--- src/rtl/vdma_pkg.sv ---
// Package: shared constants for the DMA slot sequencer.
// Assumes slot numbers fit in 9 bits and the length is built from two bytes.
package vdma_pkg;
    localparam int SLOT_W      = 9;
    localparam int WIDE_LAST   = 419;
    localparam int NARROW_LAST = 209;
    localparam int WIDE_BAND   = 210;
    localparam logic [3:0] CODE_VRAM_WR = 4'b0001;
    localparam int N_WIDE   = 6;
    localparam int N_NARROW = 5;
    localparam int WIDE_REF   [N_WIDE]   = '{37, 69, 102, 133, 165, 197};
    localparam int WIDE_STEAL [N_WIDE]   = '{34, 66, 99, 130, 162, 194};
    localparam int NARROW_REF   [N_NARROW] = '{24, 56, 88, 120, 152};
    localparam int NARROW_STEAL [N_NARROW] = '{21, 53, 85, 117, 149};
endpackage

--- src/rtl/vdma_slot_ctr.sv ---
// Module: horizontal slot counter.
// Advances on slot_tick and wraps at a width-mode-dependent last slot.
// Assumes that if the mode changes while the count is past the new last slot,
// the next pulse wraps the count to zero.
module vdma_slot_ctr
    import vdma_pkg::*;
#(
    parameter int SW = SLOT_W
) (
    input  logic          clk,
    input  logic          rst_n,
    input  logic          slot_tick,
    input  logic          wide_mode,
    output logic [SW-1:0] slot
);
    localparam logic [SW-1:0] LAST_W = SW'(WIDE_LAST);
    localparam logic [SW-1:0] LAST_N = SW'(NARROW_LAST);

    logic [SW-1:0] last;
    // Pick the wrap point for the current line width.
    always_comb last = wide_mode ? LAST_W : LAST_N;

    // Count slot pulses, wrapping after the last slot.
    always_ff @(posedge clk) begin
        if (!rst_n)
            slot <= '0;
        else if (slot_tick)
            slot <= (slot >= last) ? '0 : slot + 1'b1;
    end

    // a pulse either steps the count by one or wraps it to zero.
    assert_slot_step_R2: assert property (@(posedge clk) disable iff (!rst_n)
        slot_tick |=> (slot == '0 || slot == $past(slot) + 1'b1));
    // without a pulse the count holds.
    assert_slot_hold_R2: assert property (@(posedge clk) disable iff (!rst_n)
        !slot_tick |=> $stable(slot));
endmodule

--- src/rtl/vdma_refresh_map.sv ---
// Module: decides whether the current slot is reserved.
// Purely combinational. A reserved slot is either a fixed refresh slot or,
// while steal_en is high, a slot taken for a non-VRAM destination.
module vdma_refresh_map
    import vdma_pkg::*;
#(
    parameter int SW = SLOT_W
) (
    input  logic [SW-1:0] slot,
    input  logic          wide_mode,
    input  logic          steal_en,
    output logic          blocked
);
    logic hit_ref;
    logic hit_steal;

    // Compare the slot against the tables for the selected width.
    always_comb begin
        hit_ref   = 1'b0;
        hit_steal = 1'b0;
        if (wide_mode) begin
            for (int i = 0; i < N_WIDE; i++) begin
                if (slot == SW'(WIDE_REF[i]))   hit_ref   = 1'b1;
                if (slot == SW'(WIDE_STEAL[i])) hit_steal = 1'b1;
            end
            if (slot >= SW'(WIDE_BAND)) hit_ref = 1'b1;
        end else begin
            for (int i = 0; i < N_NARROW; i++) begin
                if (slot == SW'(NARROW_REF[i]))   hit_ref   = 1'b1;
                if (slot == SW'(NARROW_STEAL[i])) hit_steal = 1'b1;
            end
        end
    end

    // Merge fixed refresh with the conditional steal.
    always_comb blocked = hit_ref | (steal_en & hit_steal);
endmodule

--- src/rtl/vdma_xfer_engine.sv ---
// Module: DMA start, arming and transfer bookkeeping.
// Starts bus or copy transfers immediately and arms fills until the first
// FIFO entry is valid. It issues one strobe per free slot pulse and counts
// the length down to zero. Assumes start requests are ignored while armed
// or busy.
module vdma_xfer_engine
    import vdma_pkg::*;
#(
    parameter int AW = 16,
    parameter int DW = 16,
    parameter int IW = 8,
    parameter int BW = 8
) (
    input  logic          clk,
    input  logic          rst_n,
    input  logic          slot_tick,
    input  logic          blocked,
    input  logic          dma_enable,
    input  logic [5:0]    cmd_code,
    input  logic [AW-1:0] cmd_addr,
    input  logic [7:0]    src_high,
    input  logic [BW-1:0] len_hi,
    input  logic [BW-1:0] len_lo,
    input  logic [IW-1:0] auto_inc,
    input  logic          start_req,
    input  logic          fifo_valid,
    input  logic [AW-1:0] fifo_addr,
    input  logic [DW-1:0] fifo_data,
    output logic          busy,
    output logic          steal_en,
    output logic          wr_strobe,
    output logic [AW-1:0] wr_addr,
    output logic [DW-1:0] wr_data,
    output logic [3:0]    wr_code,
    output logic [2*BW-1:0] len_remain
);
    localparam int LW = 2 * BW;

    logic          armed;
    logic          go;
    logic          is_fill;
    logic [LW-1:0] len_next;

    // Qualify a start request and classify it as fill or immediate.
    always_comb begin
        go       = start_req & dma_enable & cmd_code[5];
        is_fill  = (src_high[7:6] == 2'b10);
        len_next = len_remain - 1'b1;
    end

    // One transfer per free slot pulse while running.
    always_comb wr_strobe = busy & slot_tick & ~blocked;
    // Extra slots are stolen only for a running non-VRAM destination.
    always_comb steal_en  = busy & (wr_code != CODE_VRAM_WR);

    // Sequencing state: arming, start capture, per-transfer update.
    always_ff @(posedge clk) begin
        if (!rst_n) begin
            busy       <= 1'b0;
            armed      <= 1'b0;
            len_remain <= '0;
            wr_addr    <= '0;
            wr_data    <= '0;
            wr_code    <= '0;
        end else if (busy) begin
            if (wr_strobe) begin
                len_remain <= len_next;
                wr_addr    <= wr_addr + AW'(auto_inc);
                if (len_next == '0) busy <= 1'b0;
            end
        end else if (armed) begin
            if (fifo_valid) begin
                armed      <= 1'b0;
                busy       <= 1'b1;
                wr_addr    <= fifo_addr;
                wr_data    <= fifo_data;
                wr_code    <= cmd_code[3:0];
                len_remain <= {len_hi, len_lo};
            end
        end else if (go) begin
            if (is_fill) begin
                armed <= 1'b1;
            end else begin
                busy       <= 1'b1;
                wr_addr    <= cmd_addr;
                wr_data    <= '0;
                wr_code    <= cmd_code[3:0];
                len_remain <= {len_hi, len_lo};
            end
        end
    end

    // no strobe leaves the block while idle.
    assert_idle_quiet_R6: assert property (@(posedge clk) disable iff (!rst_n)
        !busy |-> !wr_strobe);
    // every transfer lowers the remaining length by one.
    assert_len_step_R7: assert property (@(posedge clk) disable iff (!rst_n)
        wr_strobe |=> (len_remain == $past(len_remain) - 1'b1));
    // the transfer that reaches zero ends the run.
    assert_done_R7: assert property (@(posedge clk) disable iff (!rst_n)
        (wr_strobe && len_remain == LW'(1)) |=> !busy);
    // a running DMA without a strobe keeps length and address.
    assert_hold_on_block_R12: assert property (@(posedge clk) disable iff (!rst_n)
        (busy && !wr_strobe) |=> ($stable(len_remain) && $stable(wr_addr)));
endmodule

--- src/rtl/vdma_seq.sv ---
// Module: top of the DMA slot sequencer.
// Ties the slot counter, the refresh map and the transfer engine together.
// Assumes slot_tick is a single-cycle pulse and that the inputs are stable
// around the clock edge.
module vdma_seq
    import vdma_pkg::*;
#(
    parameter int ADDR_W = 16,
    parameter int DATA_W = 16,
    parameter int INC_W  = 8,
    parameter int BYTE_W = 8,
    parameter int SW     = SLOT_W
) (
    input  logic                clk,
    input  logic                rst_n,
    input  logic                slot_tick,
    input  logic                wide_mode,
    input  logic                dma_enable,
    input  logic [5:0]          cmd_code,
    input  logic [ADDR_W-1:0]   cmd_addr,
    input  logic [7:0]          src_high,
    input  logic [BYTE_W-1:0]   len_hi,
    input  logic [BYTE_W-1:0]   len_lo,
    input  logic [INC_W-1:0]    auto_inc,
    input  logic                start_req,
    input  logic                fifo_valid,
    input  logic [ADDR_W-1:0]   fifo_addr,
    input  logic [DATA_W-1:0]   fifo_data,
    output logic                busy,
    output logic                wr_strobe,
    output logic [ADDR_W-1:0]   wr_addr,
    output logic [DATA_W-1:0]   wr_data,
    output logic [3:0]          wr_code,
    output logic [2*BYTE_W-1:0] len_remain,
    output logic [SW-1:0]       slot_idx
);
    logic blocked;
    logic steal_en;

    vdma_slot_ctr #(.SW(SW)) u_slot (
        .clk(clk), .rst_n(rst_n), .slot_tick(slot_tick),
        .wide_mode(wide_mode), .slot(slot_idx)
    );

    vdma_refresh_map #(.SW(SW)) u_map (
        .slot(slot_idx), .wide_mode(wide_mode),
        .steal_en(steal_en), .blocked(blocked)
    );

    vdma_xfer_engine #(.AW(ADDR_W), .DW(DATA_W), .IW(INC_W), .BW(BYTE_W)) u_eng (
        .clk(clk), .rst_n(rst_n), .slot_tick(slot_tick), .blocked(blocked),
        .dma_enable(dma_enable), .cmd_code(cmd_code), .cmd_addr(cmd_addr),
        .src_high(src_high), .len_hi(len_hi), .len_lo(len_lo),
        .auto_inc(auto_inc), .start_req(start_req), .fifo_valid(fifo_valid),
        .fifo_addr(fifo_addr), .fifo_data(fifo_data), .busy(busy),
        .steal_en(steal_en), .wr_strobe(wr_strobe), .wr_addr(wr_addr),
        .wr_data(wr_data), .wr_code(wr_code), .len_remain(len_remain)
    );

    // the wide-mode upper band never carries a transfer.
    assert_top_band_R8: assert property (@(posedge clk) disable iff (!rst_n)
        (wide_mode && slot_idx >= SW'(WIDE_BAND)) |-> !wr_strobe);
    // a strobe only ever accompanies a slot pulse.
    assert_strobe_on_tick_R6: assert property (@(posedge clk) disable iff (!rst_n)
        wr_strobe |-> slot_tick);
endmodule

--- config.mk ---
export PLATFORM = sky130hd
export DESIGN_NAME = vdma_seq
export DESIGN_NICKNAME = d
export VERILOG_FILES = /design/src/rtl/vdma_pkg.sv /design/src/rtl/vdma_slot_ctr.sv /design/src/rtl/vdma_refresh_map.sv /design/src/rtl/vdma_xfer_engine.sv /design/src/rtl/vdma_seq.sv
export SDC_FILE = /design/constraint.sdc
export NUM_CORES = 1
export LEC_CHECK = 0
export BUFFER_PORTS_ARGS = -buffer_cell sky130_fd_sc_hd__buf_4
export CAP_MARGIN = 5
export CORE_MARGIN = 3
export CORE_UTILIZATION = 30
export CTS_CLUSTER_SIZE = 14
export DETAILED_ROUTE_END_ITERATION = 6
export GPL_TIMING_DRIVEN = 0
export SETUP_SLACK_MARGIN = 0.3
export SLEW_MARGIN = 25
export SYNTH_ARGS = -nofsm -noshare
export SYNTH_HDL_FRONTEND = slang
export SYNTH_SLANG_ARGS = --single-unit
export TNS_END_PERCENT = 5
--- constraint.sdc ---
create_clock -name clk -period 4.1 [get_ports clk]
set_input_delay 0.615 -clock clk [delete_from_list [all_inputs] [get_ports clk]]
set_output_delay 0.615 -clock clk [all_outputs]
set_load 0.01 [all_outputs]
# Word-level counts from Yosys, hierarchy flattened

Cells that the tools add are included.

Add/sub/neg operators: 3
Order comparisons: 2
Muxes and demuxes: 58
Bitwise operators: 9
Equality and inequality tests: 29
Reduce and logical (&&, ||, !) cells: 5

Operators by type and width:

| operator                | number |
|---|---|
| $mux W16                | 16 |
| $eq A9 B7 Y1 const B    | 8 |
| $eq A9 B8 Y1 const B    | 8 |
| $eq A9 B6 Y1 const B    | 4 |
| $mux W1                 | 36 |
| $eq A9 B5 Y1 const B    | 2 |
| $mux W9                 | 2 |
| $add A16 B8 Y16         | 1 |
| $logic_not A16 Y1       | 1 |
| $mux W4                 | 4 |
| $sub A16 B1 Y16 const B | 1 |
| $add A9 B1 Y9 const B   | 1 |
| $ge A9 B8 Y1 const B    | 1 |
| $ge A9 B9 Y1            | 1 |
| $reduce_and A4 Y1       | 2 |
| $and A1 B1 Y1           | 6 |
| $ne A2 B2 Y1 const B    | 2 |
| $ne A4 B1 Y1 const B    | 1 |
| $ne A3 B1 Y1 const B    | 1 |
| $ne A3 B2 Y1 const B    | 1 |
| $reduce_bool A3 Y1      | 1 |
| $eq A2 B2 Y1 const B    | 1 |
| $ne A2 B1 Y1 const B    | 1 |
| $not A1 Y1              | 2 |
| 2 further kinds         | 2 |

Bits in registers: 63

# Logic depth before layout (Yosys ltp)

Gate-level depths: netlist of run 1.

Word-level depth: 14
Gate-level depth with buffers: 11
Depth with buffers taken out: 10

# Modules after synthesis

From an unflattened synthesis of run 1, not the netlist that was laid out.

Cells, all modules: 480
Area total of the unflattened synthesis: 3937.5 um^2

Modules (own cells, without submodules):

| module           | cells each | area each (um^2) | times used | seq. area each (um^2) |
|---|---|---|---|---|
| vdma_xfer_engine | 402        | 3258.1           | 1          | 1081.0 |
| vdma_slot_ctr    | 54         | 518.0            | 1          | 180.2 |
| vdma_refresh_map | 24         | 161.4            | 1          | 0.0 |

# Worst setup path before layout of run 1

Ideal clock, no wire load.

Path kind: input to register
Start: input auto_inc[0]
End: register u_eng.wr_addr[12]
Setup time: 0.075 ns
Setup slack: 1.464 ns
Stages: 10
Buffers on the path: 0
Data arrival time: 2.561 ns
Cells stage by stage: ha_1 > inv_1 > fa_1 > nor2b_1 > o21ai_0 > a21oi_1 > o41ai_1 > or3b_2 > o31a_1 > o22ai_1

Longest elaborated chain between the ends: 3

Ends and longest elaborated chain:

| item                   | line                   | source |
|---|---|---|
| start: declaration     | vdma_seq.sv:24         | `input logic [INC_W-1:0] auto_inc,` |
| $add A16 B8 Y16        | vdma_xfer_engine.sv:68 | `wr_addr <= wr_addr + AW'(auto_inc);` |
| $mux W16               | vdma_xfer_engine.sv:66 | `if (wr_strobe) begin` |
| $mux W16               | vdma_xfer_engine.sv:65 | `end else if (busy) begin` |
| end signal: assignment | vdma_xfer_engine.sv:68 |  |
| end signal: assignment | vdma_xfer_engine.sv:75 | `wr_addr <= fifo_addr;` |
| end signal: assignment | vdma_xfer_engine.sv:85 | `wr_addr <= cmd_addr;` |
| end: declaration       | vdma_xfer_engine.sv:32 | `output logic [AW-1:0] wr_addr,` |

No other way between the ends. The select of a mux whose other input is x is not followed.
A chain may end at the register's enable or synchronous reset.

# Worst setup path in the final report of run 1

Start: register u_slot.slot[0]
End: register u_eng.wr_addr[12]

Longest elaborated chain between the ends: 14
Elaborated cells on any way between the ends: 54

Ends and longest elaborated chain:

| item                                            | line                                           | source |
|---|---|---|
| start: declaration                              | vdma_slot_ctr.sv:14                            | `output logic [SW-1:0] slot` |
| start signal: assignment                        | vdma_slot_ctr.sv:28                            | `slot <= (slot >= last) ? '0 : slot + 1'b1;` |
| $eq A9 B6 Y1, on equally long branches          | vdma_refresh_map.sv:23, vdma_refresh_map.sv:24 |  |
| $mux W1, on equally long branches (6 in a row)  | vdma_refresh_map.sv:23, vdma_refresh_map.sv:24 |  |
| $mux W1, on equally long branches               | vdma_refresh_map.sv:26, vdma_refresh_map.sv:21 |  |
| $mux W1 / $and A1 B1 Y1 (equally long branches) | vdma_refresh_map.sv:21, vdma_refresh_map.sv:36 |  |
| $or A1 B1 Y1 *                                  | vdma_refresh_map.sv:36                         | `always_comb blocked = hit_ref \| (steal_en & hit_steal);` |
| $not A1 Y1 *                                    | vdma_xfer_engine.sv:52                         | `always_comb wr_strobe = busy & slot_tick & ~blocked;` |
| $and A1 B1 Y1 *                                 | vdma_xfer_engine.sv:52                         |  |
| $ne A2 B2 Y1 (no source line) *                 | --                                             |  |
| $reduce_and A4 Y1 (no source line) *            | --                                             |  |

Mark *: on every way between the ends. The rest lies on a longest branch, timed or not.

==> summary.md, run 1 <==
| Metric | Value |
|---|---|
| WP buf/inv | 3 |
| Metal3 WL | 947 um |
| Vias | 4,499 |
| Fillers | 1,298 |
| Int Power | 1448 uW |
| DIE AREA | 14,810 um2 |
| Gate power share | 0.223 |
| Met2 WL | 6350 um |
| Seq pwr share | 0.333 |
| R2R Setup Slk | 960 ps |
| Tot GR Track Use | 0.1856 |
| Port-buffer cells | 146 |
| Switch Pwr | 585.2 uW |
| Max clock buf depth | 2 |
| CP max stage delay | 570 ps |
| Final antenna-violating net count | 0 |
| Clock skew | 6.962 ps |
| Power Total | 2033 uW |
| Reg-to-Reg End | u_eng.wr_addr[12]$_SDFFE_PN0P_ |
| Crit path depth | 11 |
| Fin crit share | 0.7655 |
| Maximum number of pins on one net before global-route repair | 13 |
| Post-synth EDFFs | 0 |
| Pre-Repair DR Iteration Count | 5 |
| Fin crit period | 3139 ps |
| Quantity of hold-fixing buffers added after cts | 0 |
| Top cell type's share of synthesized area | 0.3140 |
| Post-route setup TNS | 0 ps |
| Final GP Congestion | 0.8887 |
| Root Driver | clkbuf_16 |
| Commonest cells in the netlist | nand2_1, a21oi_1, dfxtp_1 |
| Synth area leader | dfxtp_1 |
| Setup crit end | u_eng.wr_addr[12]$_SDFFE_PN0P_ |
| CP Data Required Time | 4360 ps |
| # rows | 41 |
| Most frequent cell after synthesis | nand2_1 |
| P&R area growth vs syn | 41.37% |
| Setup ws final | 961.3 ps |
| Max Fclk | 318.6 MHz |
| Main combinational cell family by area after synthesis | simple AND/OR/NAND/NOR gates |
| Routed length on met1 | 6413 um |
| Via/cell ratio | 5.177 |
| Later-pin clock latency in the skew report | 330 ps |
| First-pass GRT wire length | 21,850 um |
| Initial Util | 0.3119 |
| Crit path max-delay cell type | dfxtp_1 |
| ANT cells | 0 |
| IO Pins | 156 |
| # nets final | 805 |
| Vias in the first global route | 4,342 |
| #FFs+latches synth | 63 |
| Detailed router's first-iteration violation count | 336 |
| Initial antenna violation count | 0 |
| Die Width | 121.7 um |
| Seq/Total Area, Yosys | 0.3140 |
| Status | finished clean |
| Mapped Cells | 535 |
| CTS resizes | 0 |
| Reg2reg path depth | 11 |
| Crit path DAT | 3390 ps |
| CP delay by family, top | buffers and inverters |
| Clock share of power | 0.444 |
| Reg2reg start | u_slot.slot[0]$_SDFFE_PN0P_ |
| Routed wire length | 13,950 um |
| Top_reg_cell synth | dfxtp_1 |
| Synthesized cell area | 4016 um2 |
| Core area | 12,880 um2 |
| Distinct cells, synth | 60 |
| Crit path launch | u_slot.slot[0]$_SDFFE_PN0P_ |
| Crit path cell chain | inv_1, ha_1, o41ai_1, a21oi_1, o21ai_0, nand4_1, clkbuf_1, nand2_1, clkbuf_1, nand2_1, o22ai_1 |
| Slew HR | 0.3287 |
| Tightest Pin Transition | 994.0 ps |
| Placed cells | 853 |
| Crit Path Category | register to register |
| Asr flop ratio synth | 0 |
| Synth Area in Simple Gates | 0.2604 |
| Synth area leaders | dfxtp_1, a21oi_1, nand2_1 |
| CP endpoint kind | register |
| DRC Markers | 0 |
| Worst min-delay path category | register to register |
| WL/cell | 16.05 um |
| Sw frac | 0.2879 |
| XOR/XNOR Fraction of Synth Area | 0.03707 |
| Clock sink count | 63 |
| RSZ-0062 raised after global routing | false |
| Worst-path clk slew | 60 ps |
| CTS buffer count | 9 |
| Worst-path fanout max | 10 |
| Syn avg cell area | 7.507 um2 |
| Share of post-route cells with drive strength above 1 | 0.2597 |
| WHS | 451.8 ps |
| Critical Path Start Type | register |
| Final Hold Fails | 0 |
| Post-synthesis mux area share | 0.04393 |
| Finish-stage setup viols | 0 |
| Adder-cell share of the synthesized area | 0.06417 |
| Fin. max-slew vios | 0 |
| Peak supply drop | 0.0001811 V |
| DR top layer | met4 |
| Max Cap Viol | 0 |
| H-Tree Depth | 3 |
| Total global routing overflow | 0 |
| Non-filler cells, final | 869 |
| Post-Syn Nets | 648 |
| Pre-CTS setup slack | 1052 ps |
| Static Leakage | 0.002331 uW |
| CTS tree | yes |
| PD cells | 358.0 nW/um2 |
| Post-CTS Setup Inserts | 0 |
| Ys Warns | 0 |
| HPWL after DPL | 10,650 um |
| Die height | 121.7 um |
| Post-synthesis compound-gate area fraction | 0.2283 |
==> cell type report <==
type	instances	area, um2	share of cell area
Clock buffer	9	225.2	0.03967
Multi-Input combinational cell	421	2551	0.4493
Buffer	38	160.2	0.02821
Timing Repair Buffer	146	1096	0.1930
Sequential cell	63	1261	0.2221
Tap cell	172	215.2	0.03790
Inverter	13	48.80	0.008594
Clock inverter	7	120.1	0.02115
==> tightest hold or removal path: cells and delay by family, from the launching register on <==
family / cells / cell delay (ps)
flip-flops: 1 / 310
AND/OR/NAND/NOR: 1 / 50
AO/OA/AOI/OAI: 1 / 50
==> layout by cell type (no fill, tap or decap), types with 7 or more instances in the layout <==
| cell | n |
|---|---|
| buf_4 | 146 |
| nand2_1 | 79 |
| a21oi_1 | 64 |
| dfxtp_1 | 63 |
| nor2_1 | 46 |
| o21ai_0 | 30 |
| clkbuf_1 | 30 |
| nand3_1 | 26 |
| ha_1 | 19 |
| mux2i_1 | 12 |
| inv_1 | 11 |
| nand4_1 | 10 |
| a31oi_1 | 10 |
| nor3_1 | 9 |
| xnor2_1 | 9 |
| clkbuf_16 | 9 |
| xor2_1 | 8 |
| nand2b_1 | 7 |
| a211oi_1 | 7 |
==> worst min path at each step <==
stage / start / end / slack (ps) / depth (start not counted)
global placement: u_eng.wr_data[13]$_SDFFE_PN0P_ / u_eng.wr_data[13]$_SDFFE_PN0P_ / 440 / 2
floorplan: u_eng.wr_data[0]$_SDFFE_PN0P_ / u_eng.wr_data[0]$_SDFFE_PN0P_ / 480 / 2
finish: u_eng.wr_data[11]$_SDFFE_PN0P_ / u_eng.wr_data[11]$_SDFFE_PN0P_ / 450 / 2
CTS: u_eng.wr_data[11]$_SDFFE_PN0P_ / u_eng.wr_data[11]$_SDFFE_PN0P_ / 450 / 2
global route: u_eng.wr_data[12]$_SDFFE_PN0P_ / u_eng.wr_data[12]$_SDFFE_PN0P_ / 470 / 2
detailed placement: u_eng.wr_data[11]$_SDFFE_PN0P_ / u_eng.wr_data[11]$_SDFFE_PN0P_ / 440 / 2
==> logic make-up after synthesis <==
kind of cell / Yosys count
and+or+nand+nor: 215
AOI/OAI and AO/OA: 152
DFF: 63
buffers and inverters: 51
adders and majority gates: 20
xor gates and xnor gates: 17
muxes: 17
==> routing by layer <==
metal  vias to the layer above  global-route usage
met5                         -                   0
met4                         0             0.05812
met3                        19             0.03621
met2                       155              0.3012
met1                      2074              0.2492
li1                       2251                   -
==> sequential cells by signal, indices dropped and copies added, names as in the netlist <==
register / count
u_eng.armed: 1
u_eng.wr_data: 16
u_eng.wr_addr: 16
u_eng.busy: 1
u_slot.slot: 9
u_eng.wr_code: 4
u_eng.len_remain: 16
==> power groups by stage <==
stage / logic [uW] / clock network [uW] / registers (uW)
detailed placement: 451 / 0 / 689
finish: 453 / 903 / 676
floorplan: 263 / 0 / 691
CTS: 453 / 918 / 676
global placement: 445 / 0 / 688
global route: 506 / 946 / 681
==> metrics by stage <==
stage / utilization / area (um2)
after global routing: 0.4410 / 5678
after floorplan: - / 4016
after global placement: 0.4138 / 5328
after CTS: 0.4410 / 5678
final: 0.4410 / 5678
after detailed placement: 0.4141 / 5333
Power figures use the tool's default switching activity.
==> run 2: changes to the inputs <==
--- a/config.mk
+++ b/config.mk
@@ -5,6 +5,7 @@
 export SDC_FILE = /design/constraint.sdc
 export NUM_CORES = 1
 export LEC_CHECK = 0
+export ABC_AREA = 1
 export BUFFER_PORTS_ARGS = -buffer_cell sky130_fd_sc_hd__buf_4
 export CAP_MARGIN = 5
 export CORE_MARGIN = 3
==> constraint.sdc (replaced) <==
create_clock -name clk -period 2.62 [get_ports clk]
set_input_delay 0.393 -clock clk [delete_from_list [all_inputs] [get_ports clk]]
set_output_delay 0.393 -clock clk [all_outputs]
set_load 0.01 [all_outputs]
==> run 2 against run 1 <==
Sequential power grew 55%; final cell count grew 19%; highest routed layer unchanged; first-iteration DRC count down 3.3%; register-to-register slack lost 490 ps.
==> summary.md, run 2 <==
| Metric | Value |
|---|---|
| Worst-path clk slew | 50 ps |
| Critical Path Start Type | register |
| Int Power | 2098 uW |
| Multi-input logic area | 2635 um2 |
| Clock sink count | 63 |
| Most frequent cell after synthesis | nand2_1 |
| DIE AREA | 15,660 um2 |
| Switch Pwr | 908.5 uW |
| Met1 Usage GRT | 0.2560 |
| Final GP Congestion | 0.9170 |
| WL/cell | 14.66 um |
| Maximum number of pins on one net before global-route repair | 11 |
| # rows | 42 |
| FF+latch area | 1264 um2 |
| Initial antenna violation count | 0 |
| Vias in the first global route | 4,645 |
| # nets final | 969 |
| Crit path cell chain | inv_1, ha_1, nand4_1, nor2_1, nor3_2, nand2_1, nor2_2, buf_4 |
| CTS tree | yes |
| Top_reg_cell synth | dfxtp_1 |
| Commonest cells in the netlist | nand2_1, nor2_1, nand3_1 |
| Max Fclk | 461.1 MHz |
| Pre-Repair DR Iteration Count | 5 |
| XOR/XNOR Fraction of Synth Area | 0.02262 |
| Seq/Total Area, Yosys | 0.2961 |
| Max clock buf depth | 2 |
| IO Pins | 156 |
| Fin crit period | 2169 ps |
| Crit Path Category | register to output pin |
| Commonest non-fill, non-tap cell in the layout | nand2_1 |
| Top Registers | u_eng.len_remain x16, u_eng.wr_addr x16, u_eng.wr_data x16 |
| Distinct cells, synth | 32 |
| Synth area leaders | dfxtp_1, nand2_1, nor2_1 |
| Die height | 125.2 um |
| CP endpoint kind | output pin |
| Later-pin clock latency in the skew report | 330 ps |
| DRC Markers | 0 |
| Post-route setup TNS | 0 ps |
| Commonest non-fill, non-tap cells in the layout | nand2_1, buf_4, nor2_1 |
| WP buf/inv | 2 |
| RSZ-0062 raised after global routing | true |
| Worst min-delay path category | primary input to register |
| Asr flop ratio synth | 0 |
| Final Hold Fails | 0 |
| Clock share of power | 0.402 |
| Crit path DAT | 1780 ps |
| Setup ws final | 451.1 ps |
| Adder-cell share of the synthesized area | 0.06052 |
| Slew HR | 0.5227 |
| Global-route track usage on met3 | 0.05714 |
| Synth area leader | dfxtp_1 |
| CTS buffer count | 9 |
| Sw frac | 0.3022 |
| Post-Syn Nets | 809 |
| ANT cells | 0 |
| Die Width | 125.2 um |
| Pre-CTS setup slack | 292.7 ps |
| Max Cap Viol | 0 |
| Final antenna-violating net count | 0 |
| Fin crit share | 0.8278 |
| Routed wire length | 15,180 um |
| CP max stage delay | 460 ps |
| H-Tree Depth | 3 |
| Worst-path fanout max | 7 |
| Gate power share | 0.248 |
| Initial Util | 0.3141 |
| Synthesized cell area | 4259 um2 |
| Fin. max-slew vios | 0 |
| Tot GR Track Use | 0.1861 |
| Top cell type's share of synthesized area | 0.2961 |
| Syn avg cell area | 6.119 um2 |
| Post-synthesis mux area share | 0 |
| GRT met2 Usage | 0.2866 |
| Seq pwr share | 0.350 |
| Detailed router's first-iteration violation count | 325 |
| Core area | 13,560 um2 |
| #FFs+latches synth | 63 |
| PD cells | 508.7 nW/um2 |
| Power Total | 3006 uW |
| Post-synthesis compound-gate area fraction | 0.1481 |
| Synth Area in Simple Gates | 0.3851 |
| Via/cell ratio | 4.909 |
| P&R area growth vs syn | 38.75% |
| Ys Warns | 0 |
| Status | finished clean |
| Busiest layer in global routing | met2 |
| WHS | 295.4 ps |
| CP delay by family, top | simple AND/OR/NAND/NOR gates |
| Root Driver | clkbuf_16 |
| Crit path max-delay cell type | dfxtp_1 |
| HPWL after DPL | 11,810 um |
| Static Leakage | 0.002823 uW |
| Vias | 5,086 |
| Mapped Cells | 696 |
| Clock skew | 7.478 ps |
| Peak supply drop | 0.0003421 V |
| Share of post-route cells with drive strength above 1 | 0.2198 |
| Tightest Pin Transition | 716.0 ps |
| Total global routing overflow | 0 |
| Port-buffer cells | 148 |
| Post-synth EDFFs | 0 |
| Main combinational cell family by area after synthesis | simple AND/OR/NAND/NOR gates |
| First-pass GRT wire length | 23,810 um |
| Finish-stage setup viols | 0 |
| Fillers | 1,498 |
| CP Data Required Time | 2230 ps |
-- run 2: cell types whose count changed after synthesis, moves of 6 or more --
cell and delta:
xnor2_1 -6, a211oi_1 -7, nand3_1 +41, inv_1 +44, clkbuf_1 -14, nor2_1 +76
mux2i_1 -12, nand2_1 +103, o21ai_0 +7, nand2b_1 -7
-- run 2: cells by family (layout without fill, tap and decap cells) --
| kind of cell | after synthesis | after routing |
|---|---|---|
| flops | 63 | 63 |
| simple gates | 394 | 394 |
| buf+inv | 88 | 252 |
| compound gates | 120 | 120 |
| fa+ha+maj | 20 | 20 |
| xor+xnor | 11 | 11 |
-- run 2: power groups by stage --
stage | clock network [uW] | logic [uW] | registers (uW)
after CTS | 1230 | 744 | 1050
after global placement | 0 | 737 | 1070
after global routing | 1280 | 840 | 1060
after floorplan | 0 | 434 | 1070
final | 1210 | 746 | 1050
after detailed placement | 0 | 739 | 1070
-- run 2: final cells by class --
class / count / area share
Buffer: 30 / 0.02625
Clock buffer: 12 / 0.04340
Clock inverter: 3 / 0.007199
Inverter: 58 / 0.03684
Multi-Input combinational cell: 545 / 0.4459
Sequential cell: 63 / 0.2138
Tap cell: 176 / 0.03726
Timing Repair Buffer: 149 / 0.1893
-- run 2: layer usage --
metal	routed length (um)	vias to the layer above
li1	-	2586
met1	7200	2297
met2	6396	190
met3	1417	13
met4	168	0
met5	0	-
-- run 2: final timing paths --
kind / startpoint / cells after the start / to / slack, ps
worst min-delay path: cmd_code[0] / 3 / u_eng.wr_code[0]$_SDFFE_PN0P_ / 300
worst max-delay path: u_slot.slot[1]$_SDFFE_PN0P_ / 8 / wr_strobe / 450
worst max register to register: u_eng.wr_addr[0]$_SDFFE_PN0P_ / 14 / u_eng.wr_addr[12]$_SDFFE_PN0P_ / 470
worst min register to register: u_eng.wr_data[14]$_SDFFE_PN0P_ / 2 / u_eng.wr_data[14]$_SDFFE_PN0P_ / 470
-- run 2: tightest hold or removal path, cell delays in order --
cell and delay (ps):
buf_4 80, nor2_1 30, nor2_1 80
-- run 2: what timing repair did --
| item | 4_1_cts | 5_1_grt |
|---|---|---|
| buffers inserted | 0 | 1 |
| resized for setup | 1 | 5 |
| pin swaps | 0 | 1 |
| setup endpoints to repair | 1 | 4 |
| endpoints found under the hold margin | 0 | 0 |
| hold buffers | 0 | 0 |
-- run 2: per-stage QoR --
step / util / cells / area [um2]
2_1_floorplan: - / 696 / 4259
3_3_place_gp: 0.4123 / 1020 / 5590
3_5_place_dp: 0.4123 / 1020 / 5590
4_1_cts: 0.4346 / 1035 / 5892
5_1_grt: 0.4359 / 1036 / 5909
6_report: 0.4359 / 1036 / 5909
